## config.mk

```make
export PLATFORM = sky130hd
export DESIGN_NAME = uart_regfront
export DESIGN_NICKNAME = d
export VERILOG_FILES = /design/src/rtl/uart_rf_pkg.sv /design/src/rtl/uart_rf_dp.sv /design/src/rtl/uart_rf_ctrl.sv /design/src/rtl/uart_regfront.sv
export SDC_FILE = /design/constraint.sdc
export NUM_CORES = 1
export LEC_CHECK = 0
export BUFFER_PORTS_ARGS = -buffer_cell sky130_fd_sc_hd__clkbuf_2
export CAP_MARGIN = 20
export CORE_UTILIZATION = 59
export DETAILED_ROUTE_END_ITERATION = 12
export GPL_ROUTABILITY_DRIVEN = 0
export GPL_TIMING_DRIVEN = 0
export PLACE_DENSITY = 0.9
export SLEW_MARGIN = 40
export SYNTH_ARGS = -nofsm -noshare
export SYNTH_HDL_FRONTEND = slang
export SYNTH_SLANG_ARGS = --single-unit
```

## constraint.sdc

```tcl
create_clock -name clk -period 5.2 [get_ports clk]
set_input_delay 0 -clock clk [delete_from_list [all_inputs] [get_ports clk]]
set_output_delay 0 -clock clk [all_outputs]
set_load 0.02 [all_outputs]
```

## src/rtl/uart_rf_pkg.sv

```systemverilog
package uart_rf_pkg;
  // word indexes (byte offset >> 2) of the decoded registers
  localparam logic [5:0] W_SUMMARY = 6'h00;
  localparam logic [5:0] W_ENABLES = 6'h01;
  localparam logic [5:0] W_DATA    = 6'h10;
  localparam logic [5:0] W_IEN     = 6'h11;
  localparam logic [5:0] W_IDENT   = 6'h12;
  localparam logic [5:0] W_LSTAT   = 6'h15;
  localparam logic [5:0] W_CTRL    = 6'h18;
  localparam logic [5:0] W_XSTAT   = 6'h19;

  // control-to-datapath strobes, valid for one cycle
  typedef struct packed {
    logic popReq;    // data register read
    logic flushReq;  // identify write with bit 1 set
    logic txSend;    // data register write
    logic ierWr;     // enable register write
  } rf_strobe_t;
endpackage

```

## src/rtl/uart_rf_dp.sv

```systemverilog
module uart_rf_dp
  import uart_rf_pkg::*;
#(
  parameter int DATA_W = 8,
  parameter int DEPTH  = 8,
  localparam int PTR_W = $clog2(DEPTH),
  localparam int CNT_W = $clog2(DEPTH + 1)
) (
  input  logic              clk,
  input  logic              rstN,
  input  rf_strobe_t        strb,
  input  logic [DATA_W-1:0] wrByte,
  input  logic [DATA_W-1:0] rxData,
  input  logic              rxValid,
  output logic              rxReady,
  output logic [CNT_W-1:0]  fillCount,
  output logic [PTR_W-1:0]  headPtr,
  output logic [DATA_W-1:0] headByte,
  output logic [DATA_W-1:0] txData,
  output logic              txValid
);
  localparam logic [CNT_W-1:0] DEPTH_C = CNT_W'(DEPTH);
  localparam logic [PTR_W:0]   LAST_C  = (PTR_W + 1)'(DEPTH - 1);

  logic [DATA_W-1:0] slotMem [DEPTH];
  logic              pushOk, popOk;
  logic [CNT_W-1:0]  baseCount;
  logic [PTR_W:0]    slotSum;
  logic [PTR_W-1:0]  pushSlot, headNext;

  assign rxReady  = fillCount < DEPTH_C;
  assign pushOk   = rxValid && rxReady;
  assign popOk    = strb.popReq && (fillCount != '0);
  assign baseCount = strb.flushReq ? '0 : fillCount;
  assign headByte = slotMem[headPtr];

  // tail slot = head + base count, wrapped modulo the depth
  always_comb begin
    slotSum  = (PTR_W + 1)'(headPtr) + (PTR_W + 1)'(baseCount);
    if (slotSum > LAST_C) pushSlot = PTR_W'(slotSum - (PTR_W + 1)'(DEPTH));
    else                  pushSlot = PTR_W'(slotSum);
    headNext = ((PTR_W + 1)'(headPtr) == LAST_C) ? '0 : headPtr + 1'b1;
  end

  always_ff @(posedge clk) begin
    if (!rstN) begin
      headPtr   <= '0;
      fillCount <= '0;
      for (int i = 0; i < DEPTH; i++) slotMem[i] <= '0;
    end else begin
      if (pushOk) slotMem[pushSlot] <= rxData;
      if (popOk)  headPtr <= headNext;
      fillCount <= baseCount + CNT_W'(pushOk) - CNT_W'(popOk && !strb.flushReq);
    end
  end

  always_ff @(posedge clk) begin
    if (!rstN) begin
      txValid <= 1'b0;
      txData  <= '0;
    end else begin
      txValid <= strb.txSend;
      if (strb.txSend) txData <= wrByte;
    end
  end
endmodule

```

## src/rtl/uart_rf_ctrl.sv

```systemverilog
module uart_rf_ctrl
  import uart_rf_pkg::*;
#(
  parameter int DATA_W = 8,
  parameter int CNT_W  = 4
) (
  input  logic              clk,
  input  logic              rstN,
  input  logic [7:0]        regAddr,
  input  logic              regWrEn,
  input  logic              regRdEn,
  input  logic [31:0]       regWrData,
  input  logic [CNT_W-1:0]  fillCount,
  input  logic [DATA_W-1:0] headByte,
  output rf_strobe_t        strb,
  output logic [1:0]        ierBits,
  output logic              irq,
  output logic [31:0]       regRdData
);
  logic [5:0] wordIdx;
  logic       nonEmpty, rxPend, txPend;
  logic       unusedAddr;

  assign wordIdx    = regAddr[7:2];
  assign unusedAddr = ^regAddr[1:0];

  always_comb begin
    strb.popReq   = regRdEn && (wordIdx == W_DATA);
    strb.txSend   = regWrEn && (wordIdx == W_DATA);
    strb.ierWr    = regWrEn && (wordIdx == W_IEN);
    strb.flushReq = regWrEn && (wordIdx == W_IDENT) && regWrData[1];
  end

  always_ff @(posedge clk) begin
    if (!rstN)           ierBits <= 2'b00;
    else if (strb.ierWr) ierBits <= regWrData[1:0];
  end

  assign nonEmpty = fillCount != '0;
  assign rxPend   = ierBits[0] && nonEmpty;
  assign txPend   = ierBits[1];
  assign irq      = rxPend || txPend;

  always_comb begin
    regRdData = 32'h0;
    case (wordIdx)
      W_SUMMARY: regRdData = {31'h0, irq};
      W_ENABLES: regRdData = 32'h1;
      W_DATA:    regRdData = 32'(headByte);
      W_IEN:     regRdData = 32'hC0 | {30'h0, ierBits};
      W_IDENT:   regRdData = 32'hC0 | (nonEmpty ? 32'h4 : 32'h2) | {31'h0, !irq};
      W_LSTAT:   regRdData = 32'h60 | {31'h0, nonEmpty};
      W_CTRL:    regRdData = 32'h3;
      W_XSTAT:   regRdData = 32'h30E | {31'h0, nonEmpty} | (32'(fillCount) << 16);
      default:   regRdData = 32'h0;
    endcase
  end
endmodule

```

## src/rtl/uart_regfront.sv

```systemverilog
module uart_regfront
  import uart_rf_pkg::*;
#(
  parameter int DATA_W = 8,
  parameter int DEPTH  = 8,
  localparam int PTR_W = $clog2(DEPTH),
  localparam int CNT_W = $clog2(DEPTH + 1)
) (
  input  logic              clk,
  input  logic              rstN,
  input  logic [7:0]        regAddr,
  input  logic              regWrEn,
  input  logic [31:0]       regWrData,
  input  logic              regRdEn,
  output logic [31:0]       regRdData,
  input  logic [DATA_W-1:0] rxData,
  input  logic              rxValid,
  output logic              rxReady,
  output logic [DATA_W-1:0] txData,
  output logic              txValid,
  output logic              irq
);
  rf_strobe_t        strb;
  logic [CNT_W-1:0]  fillCount;
  logic [PTR_W-1:0]  headPtr;
  logic [DATA_W-1:0] headByte;
  logic [1:0]        ierBits;

  uart_rf_ctrl #(.DATA_W(DATA_W), .CNT_W(CNT_W)) ctrl_i (
    .clk(clk), .rstN(rstN), .regAddr(regAddr), .regWrEn(regWrEn),
    .regRdEn(regRdEn), .regWrData(regWrData), .fillCount(fillCount),
    .headByte(headByte), .strb(strb), .ierBits(ierBits), .irq(irq),
    .regRdData(regRdData)
  );

  uart_rf_dp #(.DATA_W(DATA_W), .DEPTH(DEPTH)) dp_i (
    .clk(clk), .rstN(rstN), .strb(strb), .wrByte(regWrData[DATA_W-1:0]),
    .rxData(rxData), .rxValid(rxValid), .rxReady(rxReady),
    .fillCount(fillCount), .headPtr(headPtr), .headByte(headByte),
    .txData(txData), .txValid(txValid)
  );
endmodule

```

==> flow_summary.json, run 1 <==
{
  "synth_top_cells_by_count": "68 x and2_1, 64 x edfxtp_1, 29 x mux2i_1",
  "hold_buffers": 8,
  "htree_levels": 3,
  "core_sq_um": 6944,
  "clkSinkCount": 85,
  "grt_pass1_vias": 2805,
  "cts_tree": "yes",
  "hold_viol": 0,
  "stdcell_area_sq_um": 5091,
  "synth_top_cell_by_area": "edfxtp_1",
  "vias": 2934,
  "layout.nets": 490,
  "viasPerCell": 5.546,
  "insertion_delay_ns": 0.36,
  "finalSetupViolCount": 0,
  "final.setup.tns_ns": 0,
  "endpoint_kind": "flop",
  "worst_pin_slew_ns": 0.8709,
  "final.setup.worst_slack_ns": 1.744,
  "worstSetupStartpointType": "input pin",
  "grt_max_degree": 17,
  "synth_compound_area_share_pct": 2.588,
  "cap_violations": 0,
  "dieHeight_um": 87.87,
  "ys_seq_area_share_pct": 53.84,
  "synth_top_cell_area_share_pct": 44.18,
  "cts-buffers-inserted": 9,
  "hp-class": "in2reg",
  "synth_edf_count": 64,
  "dp_hpwl_um": 6364,
  "powerDensity_nw_per_um2": 311.0,
  "route.detailed.drc": 0,
  "yosys.area_share.xor_xnor_pct": 1.208,
  "crit_path_max_fanout": 9,
  "drive_gt1_share_pct": 25.87,
  "synth_area_leaders": "edfxtp_1 44%, and2_1 9.8%, dfxtp_1 9.7%",
  "final_antenna_net_count": 0,
  "cp_data_required_time_ns": 5.20,
  "clk_root_buffer_cell": "clkbuf_8",
  "r2r_slack_ns": 1.87,
  "irDropWorstVdd_mv": 0.1914,
  "cts_setup_buffers": 0,
  "initial_utilization_pct": 62.65,
  "yosysWarnings": 0,
  "die-area_sq_um": 7721,
  "ioPinCount": 96,
  "pre_cts_ws_ns": 1.424,
  "p_leak_nw": 2.179,
  "fmax_ghz": 0.2893,
  "drt_iter0_drc": 231,
  "synthAdderAreaFrac_pct": 2.934,
  "yosysMostFrequentCell": "and2_1",
  "diodes": 0,
  "antenna_found_initial": 0,
  "synth_mux_area_share_pct": 15.21,
  "syn_inst": 342,
  "cp.arrival_ns": 3.46,
  "fin_crit_sh_pct": 66.47,
  "track_usage_pct": 25.56,
  "power.total_mw": 1.583,
  "finalClockSkew_ns": 0.01061,
  "synth-simple-area-share_pct": 18.55,
  "critPathKind": "in2reg",
  "ys_seq_elements": 85,
  "die_w_um": 87.87,
  "rows": 30,
  "clockBufferDepth": 2,
  "final.min_clock_period_ns": 3.456,
  "portBuffers": 50,
  "yosysUniqueCellTypes": 43,
  "drv_slew": 0,
  "syn_avg_cell_area_sq_um": 12.72,
  "syn_area_sq_um": 4350,
  "routed_wl_um": 9217,
  "ys_dominant_reg_cell": "edfxtp_1",
  "wl_per_cell_um": 17.42,
  "overflow": 0,
  "clk_pin_slew_ns": 0.09,
  "synthToLayoutAreaGrowth_pct": 17.03,
  "async_flop_share_pct": 0,
  "outcome": "finished, final reports clean",
  "cts-resized-gates": 0,
  "grt_pass1_wl_um": 14080,
  "first_pass_iters": 5,
  "rsz0062_at_grt": "no",
  "slew_headroom_pct": 40.28,
  "dpl-instance-area_sq_um": 4785,
  "synth_top_family_by_area": "simple AND/OR/NAND/NOR gates"
}
## per-stage QoR
step           std cells  utilization, %  hold slack (ns)
2_1_floorplan        359               -           0.1439
5_1_grt              529           73.32          0.03321
4_1_cts              529           73.32         0.008236
3_5_place_dp         505           68.90           0.2408
3_3_place_gp         505           68.90           0.2322
6_report             529           73.32          0.02078
## critical path, cell delays in order
cell           delay, ns
dlygate4sd3_1       0.53
clkbuf_2            0.15
nand4b_1            0.18
o21ai_0             0.52
fa_1                0.61
nand3b_1            0.23
mux2i_1             0.71
nand2b_1            0.52
## flip-flops by register name, indices dropped and copies added (netlist names), named ones only
signal	flops
dp_i.headPtr	3
dp_i.txData	8
ctrl_i.ierBits	2
dp_i.fillCount	4
dp_i.slotMem	64
dp_i.txValid	1
## cell type report
| class | count | area (sq um) |
|---|---|---|
| well taps | 96 | 120.1 |
| plain buffers | 31 | 201.4 |
| clock buffers | 9 | 123.9 |
| repair buffers | 58 | 330.3 |
| fillers | 446 | 1853 |
| flip-flops and latches | 85 | 2342 |
| inverters | 11 | 41.29 |
| multi-input cells | 232 | 1829 |
| clock inverters | 7 | 102.6 |
## kinds of logic after synthesis
family | after synthesis
flip-flops | 85
other | 1
adder cells (fa/ha/maj) | 9
multiplexers | 46
AND/OR/NAND/NOR | 135
buffers and inverters | 42
XOR/XNOR | 6
AO/OA/AOI/OAI | 18
## routing by layer
metal  track usage, %  wire (um)  up-vias  part of all wire, %
li1                 -          -     1356                    -
met1            32.48       3840     1428                   42
met2            43.41       4572      129                   50
met3            3.299        556       21                  6.0
met4            12.67        247        0                  2.7
met5                0          0        -                    0
## report_power, final
group	internal, mW	switching [mW]
logic	0.107	0.143
registers	0.778	0.0211
clock network	0.277	0.256
total	1.16	0.421
## layout by cell type (no fill, tap or decap), types with 10 or more instances in the layout
master and count:
and2_1 68, edfxtp_1 64, clkbuf_2 50, mux2i_1 29
nor2_1 24, dfxtp_1 21, buf_4 19, conb_1 18
mux4_2 16, inv_1 10
## worst paths after layout
check                                  startpoint                 end  cells after the start
worst min register to register     dp_i.txData[4]      dp_i.txData[4]                      2
worst min-delay path                    rxData[6]  dp_i.slotMem[3][6]                      2
worst max-delay path                 regWrData[1]  dp_i.slotMem[7][4]                      8
worst max register to register  dp_i.fillCount[0]  dp_i.slotMem[7][4]                      8
Power figures use the tool's default switching activity.
==> run 2: changes to the inputs <==
--- a/config.mk
+++ b/config.mk
@@ -7,11 +7,11 @@
 export LEC_CHECK = 0
 export BUFFER_PORTS_ARGS = -buffer_cell sky130_fd_sc_hd__clkbuf_2
 export CAP_MARGIN = 20
-export CORE_UTILIZATION = 59
+export CORE_UTILIZATION = 49
 export DETAILED_ROUTE_END_ITERATION = 12
 export GPL_ROUTABILITY_DRIVEN = 0
 export GPL_TIMING_DRIVEN = 0
-export PLACE_DENSITY = 0.9
+export PLACE_DENSITY = 0.8
 export SLEW_MARGIN = 40
 export SYNTH_ARGS = -nofsm -noshare
 export SYNTH_HDL_FRONTEND = slang
==> constraint.sdc (replaced) <==
create_clock -name clk -period 2.97 [get_ports clk]
set_input_delay 0 -clock clk [delete_from_list [all_inputs] [get_ports clk]]
set_output_delay 0 -clock clk [all_outputs]
set_load 0.02 [all_outputs]
==> flow_summary.json, run 2 (synthesized netlist as in run 1, its figures left out) <==
{
  "overflow": 0,
  "cap_violations": 0,
  "worst_pin_slew_ns": 0.7042,
  "largest_register_ff_count": 64,
  "final.min_clock_period_ns": 2.933,
  "power.total_mw": 2.823,
  "synthToLayoutAreaGrowth_pct": 20.65,
  "top_register": "dp_i.slotMem",
  "layout_commonest_cell": "and2_1",
  "final.setup.worst_slack_ns": 0.03738,
  "cp_top_family": "simple AND/OR/NAND/NOR gates",
  "dp_cells": 517,
  "antenna_found_initial": 0,
  "dieHeight_um": 96.23,
  "htree_levels": 3,
  "rsz0062_at_grt": "yes",
  "cts-buffers-inserted": 9,
  "fmax_ghz": 0.3410,
  "pre_cts_ws_ns": -0.8118,
  "dp_hpwl_um": 6443,
  "cts_tree": "yes",
  "vias": 2840,
  "final_cells": 544,
  "top_usage_layer": "met2",
  "initial_utilization_pct": 50.13,
  "wl_per_cell_um": 16.78,
  "crit_slowest_cell": "fa_1",
  "grt_max_degree": 17,
  "r2r_slack_ns": 0.12,
  "route.detailed.drc": 0,
  "dpl-instance-area_sq_um": 4800,
  "diodes": 0,
  "track_usage_pct": 20.84,
  "grt_use_met2_pct": 34.16,
  "ioPinCount": 96,
  "critPathKind": "in2reg",
  "reg_top3": "dp_i.slotMem: 64 flops, dp_i.txData: 8 flops, dp_i.fillCount: 4 flops",
  "finalClockSkew_ns": 0.01310,
  "min-delay-start": "rxData[0]",
  "clk_root_buffer_cell": "clkbuf_8",
  "final_cell_mix": "68 x and2_1, 64 x edfxtp_1, 50 x clkbuf_2",
  "reg2regPathDepth": 8,
  "endpoint_kind": "flop",
  "crit_chain": "clkbuf_2, buf_2, nor4b_4, nand3_1, nor2_1, nor2b_1, ha_1, inv_1, fa_1, nand3b_1, mux2i_2, nand2b_2",
  "drv_slew": 0,
  "die-area_sq_um": 9259,
  "critPathMaxStageDelay_ns": 0.50,
  "cp.arrival_ns": 2.98,
  "powerDensity_nw_per_um2": 537.9,
  "reg2reg_to": "dp_i.slotMem[7][2]",
  "stdcell_area_sq_um": 5249,
  "slew_headroom_pct": 53.05,
  "clockBufferDepth": 2,
  "grt_pass1_vias": 2673,
  "finalSetupViolCount": 0,
  "final_antenna_net_count": 0,
  "nFillCells": 668,
  "holdPathEnd": "dp_i.slotMem[7][0]",
  "drt_iter0_drc": 227,
  "path_buf_inv": 3,
  "grt_pass1_wl_um": 13900,
  "cp_data_required_time_ns": 3.01,
  "gr-usage-met3_pct": 4.186,
  "r2r_start": "dp_i.fillCount[0]",
  "clk_pin_slew_ns": 0.09,
  "crit_path_max_fanout": 10,
  "routed_wl_um": 9129,
  "drive_gt1_share_pct": 30.05,
  "die_w_um": 96.23,
  "insertion_delay_ns": 0.36,
  "irDropWorstVdd_mv": 0.2528,
  "hp-class": "in2reg",
  "worstSetupStartpointType": "input pin",
  "outcome": "finished, final reports clean",
  "rows": 34,
  "portBuffers": 50,
  "first_pass_iters": 4,
  "hold_viol": 0,
  "viasPerCell": 5.221,
  "clkSinkCount": 85,
  "layout.nets": 493,
  "grtUsageMet1_pct": 27.81,
  "p_leak_nw": 2.172,
  "hold_depth": 2,
  "core_sq_um": 8678,
  "fin_crit_sh_pct": 98.74
}
run 2: cell count changes in the layout (fill, tap and decap cells not counted), moves of 2 or more:
cell / previous run / this run
mux2i_1: 29 / 21
buf_4: 19 / 21
mux2i_4: 0 / 6
mux2i_2: 0 / 2
nand2b_1: 8 / 0
nand2b_2: 0 / 8
run 2: through the flow:
step / setup TNS, ns / hold slack, ns / utilization [%]
floorplan: 0 / 0.1439 / -
global placement: -48.36 / 0.2386 / 55.31
detailed placement: -61.68 / 0.2463 / 55.31
CTS: 0 / 0.02161 / 60.11
global route: -2.986 / 0.04232 / 60.48
finish: 0 / 0.02557 / 60.48
run 2: routing by layer:
metal	routed length, um	part of all wire [%]	vias up
li1	-	-	1367
met1	3954	43	1357
met2	4441	49	105
met3	611	6.7	11
met4	121	1.3	0
met5	0	0	-
run 2: where the power goes:
| part | switching (mW) | internal [mW] |
|---|---|---|
| logic | 0.273 | 0.218 |
| clock network | 0.452 | 0.486 |
| registers | 0.0330 | 1.36 |
run 2: worst max-delay path by stage:
| stage | start | endpoint | slack, ns | cells past startpoint |
|---|---|---|---|---|
| detailed placement | regAddr[5] | dp_i.slotMem[0][1] | -0.81 | 11 |
| CTS | regAddr[5] | dp_i.slotMem[7][2] | 0.02 | 12 |
| global placement | regAddr[5] | dp_i.slotMem[0][1] | -0.74 | 11 |
| floorplan | regAddr[5] | dp_i.slotMem[2][0] | 0.21 | 11 |
| global route | regAddr[5] | dp_i.slotMem[7][2] | -0.15 | 12 |
| finish | regAddr[5] | dp_i.slotMem[7][2] | 0.04 | 12 |
run 2: worst register-to-register path: stages (launching register included):
cell	delay, ns
dfxtp_1	0.34
nor2b_1	0.23
ha_1	0.18
inv_1	0.05
fa_1	0.42
xnor2_1	0.31
nand3b_1	0.18
mux2i_2	0.47
nand2b_2	0.37
run 2: layout make-up:
type | count | area (sq um) | area share [%]
clock buffer | 9 | 123.9 | 2.360
clock inverter | 7 | 102.6 | 1.955
tap | 108 | 135.1 | 2.575
multi-input combinational | 232 | 1947 | 37.09
buffer | 31 | 201.4 | 3.838
timing repair buffer | 61 | 355.3 | 6.770
inverter | 11 | 41.29 | 0.7867
sequential | 85 | 2342 | 44.62
run 2: what timing repair did:
action / in CTS / in global routing
cloned: 0 / 0
hold buffers: 9 / 0
setup endpoints to repair: 64 / 52
setup buffers: 0 / 2
hold endpoints to repair: 11 / 0
gates resized for setup: 22 / 2
==> run 3: changes to the inputs <==
--- a/config.mk
+++ b/config.mk
@@ -12,6 +12,7 @@
 export GPL_ROUTABILITY_DRIVEN = 0
 export GPL_TIMING_DRIVEN = 0
 export PLACE_DENSITY = 0.8
+export RECOVER_POWER = 100
 export SLEW_MARGIN = 40
 export SYNTH_ARGS = -nofsm -noshare
 export SYNTH_HDL_FRONTEND = slang
==> flow_summary.json, run 3 (synthesized netlist as in run 1, its figures left out) <==
{
  "fmax_ghz": 0.3427,
  "overflow": 0,
  "drv_slew": 0,
  "register_area_sq_um": 2342,
  "endpoint_kind": "flop",
  "p_comb_share_pct": 17.3,
  "finalClockSkew_ns": 0.01463,
  "multi_input_area_sq_um": 1947,
  "irDropWorstVdd_mv": 0.2524,
  "seqPwrFrac_pct": 49.5,
  "dp_cells": 517,
  "portBuffers": 50,
  "finalSetupViolCount": 0,
  "clockBufferDepth": 2,
  "fin_crit_sh_pct": 98.24,
  "layout_commonest_cell": "edfxtp_1",
  "crit_slowest_cell": "fa_1",
  "pwr-share-clk_pct": 33.2,
  "die_w_um": 96.23,
  "core_sq_um": 8678,
  "powerDensity_nw_per_um2": 540.9,
  "antenna_found_initial": 0,
  "final_cells": 544,
  "critPathMaxStageDelay_ns": 0.50,
  "grt_pass1_vias": 2673,
  "htree_levels": 3,
  "dieHeight_um": 96.23,
  "layout.nets": 493,
  "first_pass_iters": 4,
  "routed_wl_um": 9142,
  "cts_tree": "yes",
  "hold_viol": 0,
  "grt_max_degree": 17,
  "clkSinkCount": 85,
  "clk_pin_slew_ns": 0.09,
  "crit_chain": "clkbuf_2, buf_2, nor4b_4, nand3_1, nor2_1, nor2b_1, ha_1, inv_1, fa_1, nand3b_1, mux2i_2, nand2b_2",
  "diodes": 0,
  "cp_data_required_time_ns": 3.01,
  "reg_top3": "dp_i.slotMem: 64 flops, dp_i.txData: 8 flops, dp_i.fillCount: 4 flops",
  "cp.arrival_ns": 2.96,
  "ioPinCount": 96,
  "grt_pass1_wl_um": 13900,
  "outcome": "finished, final reports clean",
  "die-area_sq_um": 9259,
  "rsz0062_at_grt": "yes",
  "synthToLayoutAreaGrowth_pct": 19.73,
  "track_usage_pct": 20.84,
  "slew_headroom_pct": 53.09,
  "worstSetupStartpointType": "input pin",
  "largest_register_ff_count": 64,
  "dp_hpwl_um": 6443,
  "p_leak_nw": 2.049,
  "final_antenna_net_count": 0,
  "clk_root_buffer_cell": "clkbuf_8",
  "viasPerCell": 5.239,
  "drt_iter0_drc": 227,
  "final.min_clock_period_ns": 2.918,
  "cap_violations": 0,
  "wl_per_cell_um": 16.81,
  "cts-buffers-inserted": 9,
  "nFillCells": 687,
  "hp-class": "in2reg",
  "worst_pin_slew_ns": 0.7037,
  "whs_ns": 0.03103,
  "insertion_delay_ns": 0.36,
  "top_register": "dp_i.slotMem",
  "switching_share_pct": 26.90,
  "critPathKind": "in2reg",
  "final_cell_mix": "64 x edfxtp_1, 43 x and2_1, 34 x clkbuf_1",
  "drive_gt1_share_pct": 23.62,
  "vias": 2850,
  "rows": 34,
  "route.detailed.drc": 0,
  "crit_path_max_fanout": 10,
  "p_sw_uw": 757.7,
  "initial_utilization_pct": 50.13,
  "p_int_mw": 2.060
}
[run 3: changes by cell type in the layout (fill, tap and decap cells not counted), sizes merged]
cell / delta
clkbuf: +3
buf: -3
[run 3: cell type report]
type	instances	share of cell area, %
Buffer	31	3.843
Clock buffer	9	2.378
Clock inverter	7	1.970
Inverter	11	0.7927
Multi-Input combinational cell	232	37.38
Sequential cell	85	44.97
Tap cell	108	2.594
Timing Repair Buffer	61	6.077
[run 3: what timing repair did]
item                                   4_1_cts  5_1_grt
setup buffers                                0        2
hold buffers                                 9        0
gates resized for setup                     22        2
endpoints found under the hold margin       11        0
gates cloned                                 0        0
setup endpoints to repair                   64       52
[run 3: stage by stage]
stage / power [mW] / utilization [%] / worst slack, ns / setup TNS (ns) / area, sq um
floorplan: 1.723 / - / 0.2144 / 0 / 4414
global placement: 1.826 / 55.31 / -0.7417 / -48.36 / 4800
detailed placement: 1.846 / 55.31 / -0.8118 / -61.68 / 4800
CTS: 2.810 / 60.11 / 0.02182 / 0 / 5216
global route: 2.917 / 60.02 / -0.1460 / -3.068 / 5209
finish: 2.817 / 60.02 / 0.05230 / 0 / 5209
[run 3: power groups by stage]
stage,clock network (mW),logic (mW),registers [mW]
4_1_cts,0.935,0.480,1.39
2_1_floorplan,0,0.315,1.41
3_3_place_gp,0,0.411,1.42
3_5_place_dp,0,0.425,1.42
5_1_grt,0.978,0.537,1.40
6_report,0.937,0.487,1.39
[run 3: worst max-delay path, delay by kind of cell]
| family | cells | cell delay, ns |
|---|---|---|
| AND/OR/NAND/NOR | 6 | 1.49 |
| multiplexers | 1 | 0.45 |
| buffers and inverters | 3 | 0.34 |
| adder cells (fa/ha/maj) | 2 | 0.68 |
[run 3: final timing paths]
| path | startpoint | end | slack (ns) | depth (start not counted) |
|---|---|---|---|---|
| max | regAddr[5] | dp_i.slotMem[3][5] | 0.05 | 12 |
| min | rxData[0] | dp_i.slotMem[7][0] | 0.03 | 2 |
| max reg2reg | dp_i.fillCount[0] | dp_i.slotMem[3][5] | 0.15 | 8 |
| min reg2reg | dp_i.txData[2] | dp_i.txData[2] | 0.51 | 2 |
[run 3: layer usage]
metal	routed length, um	global-route usage, %
met1	3963	27.81
met2	4454	34.16
met3	602	4.186
met4	121	6.592
met5	0	0
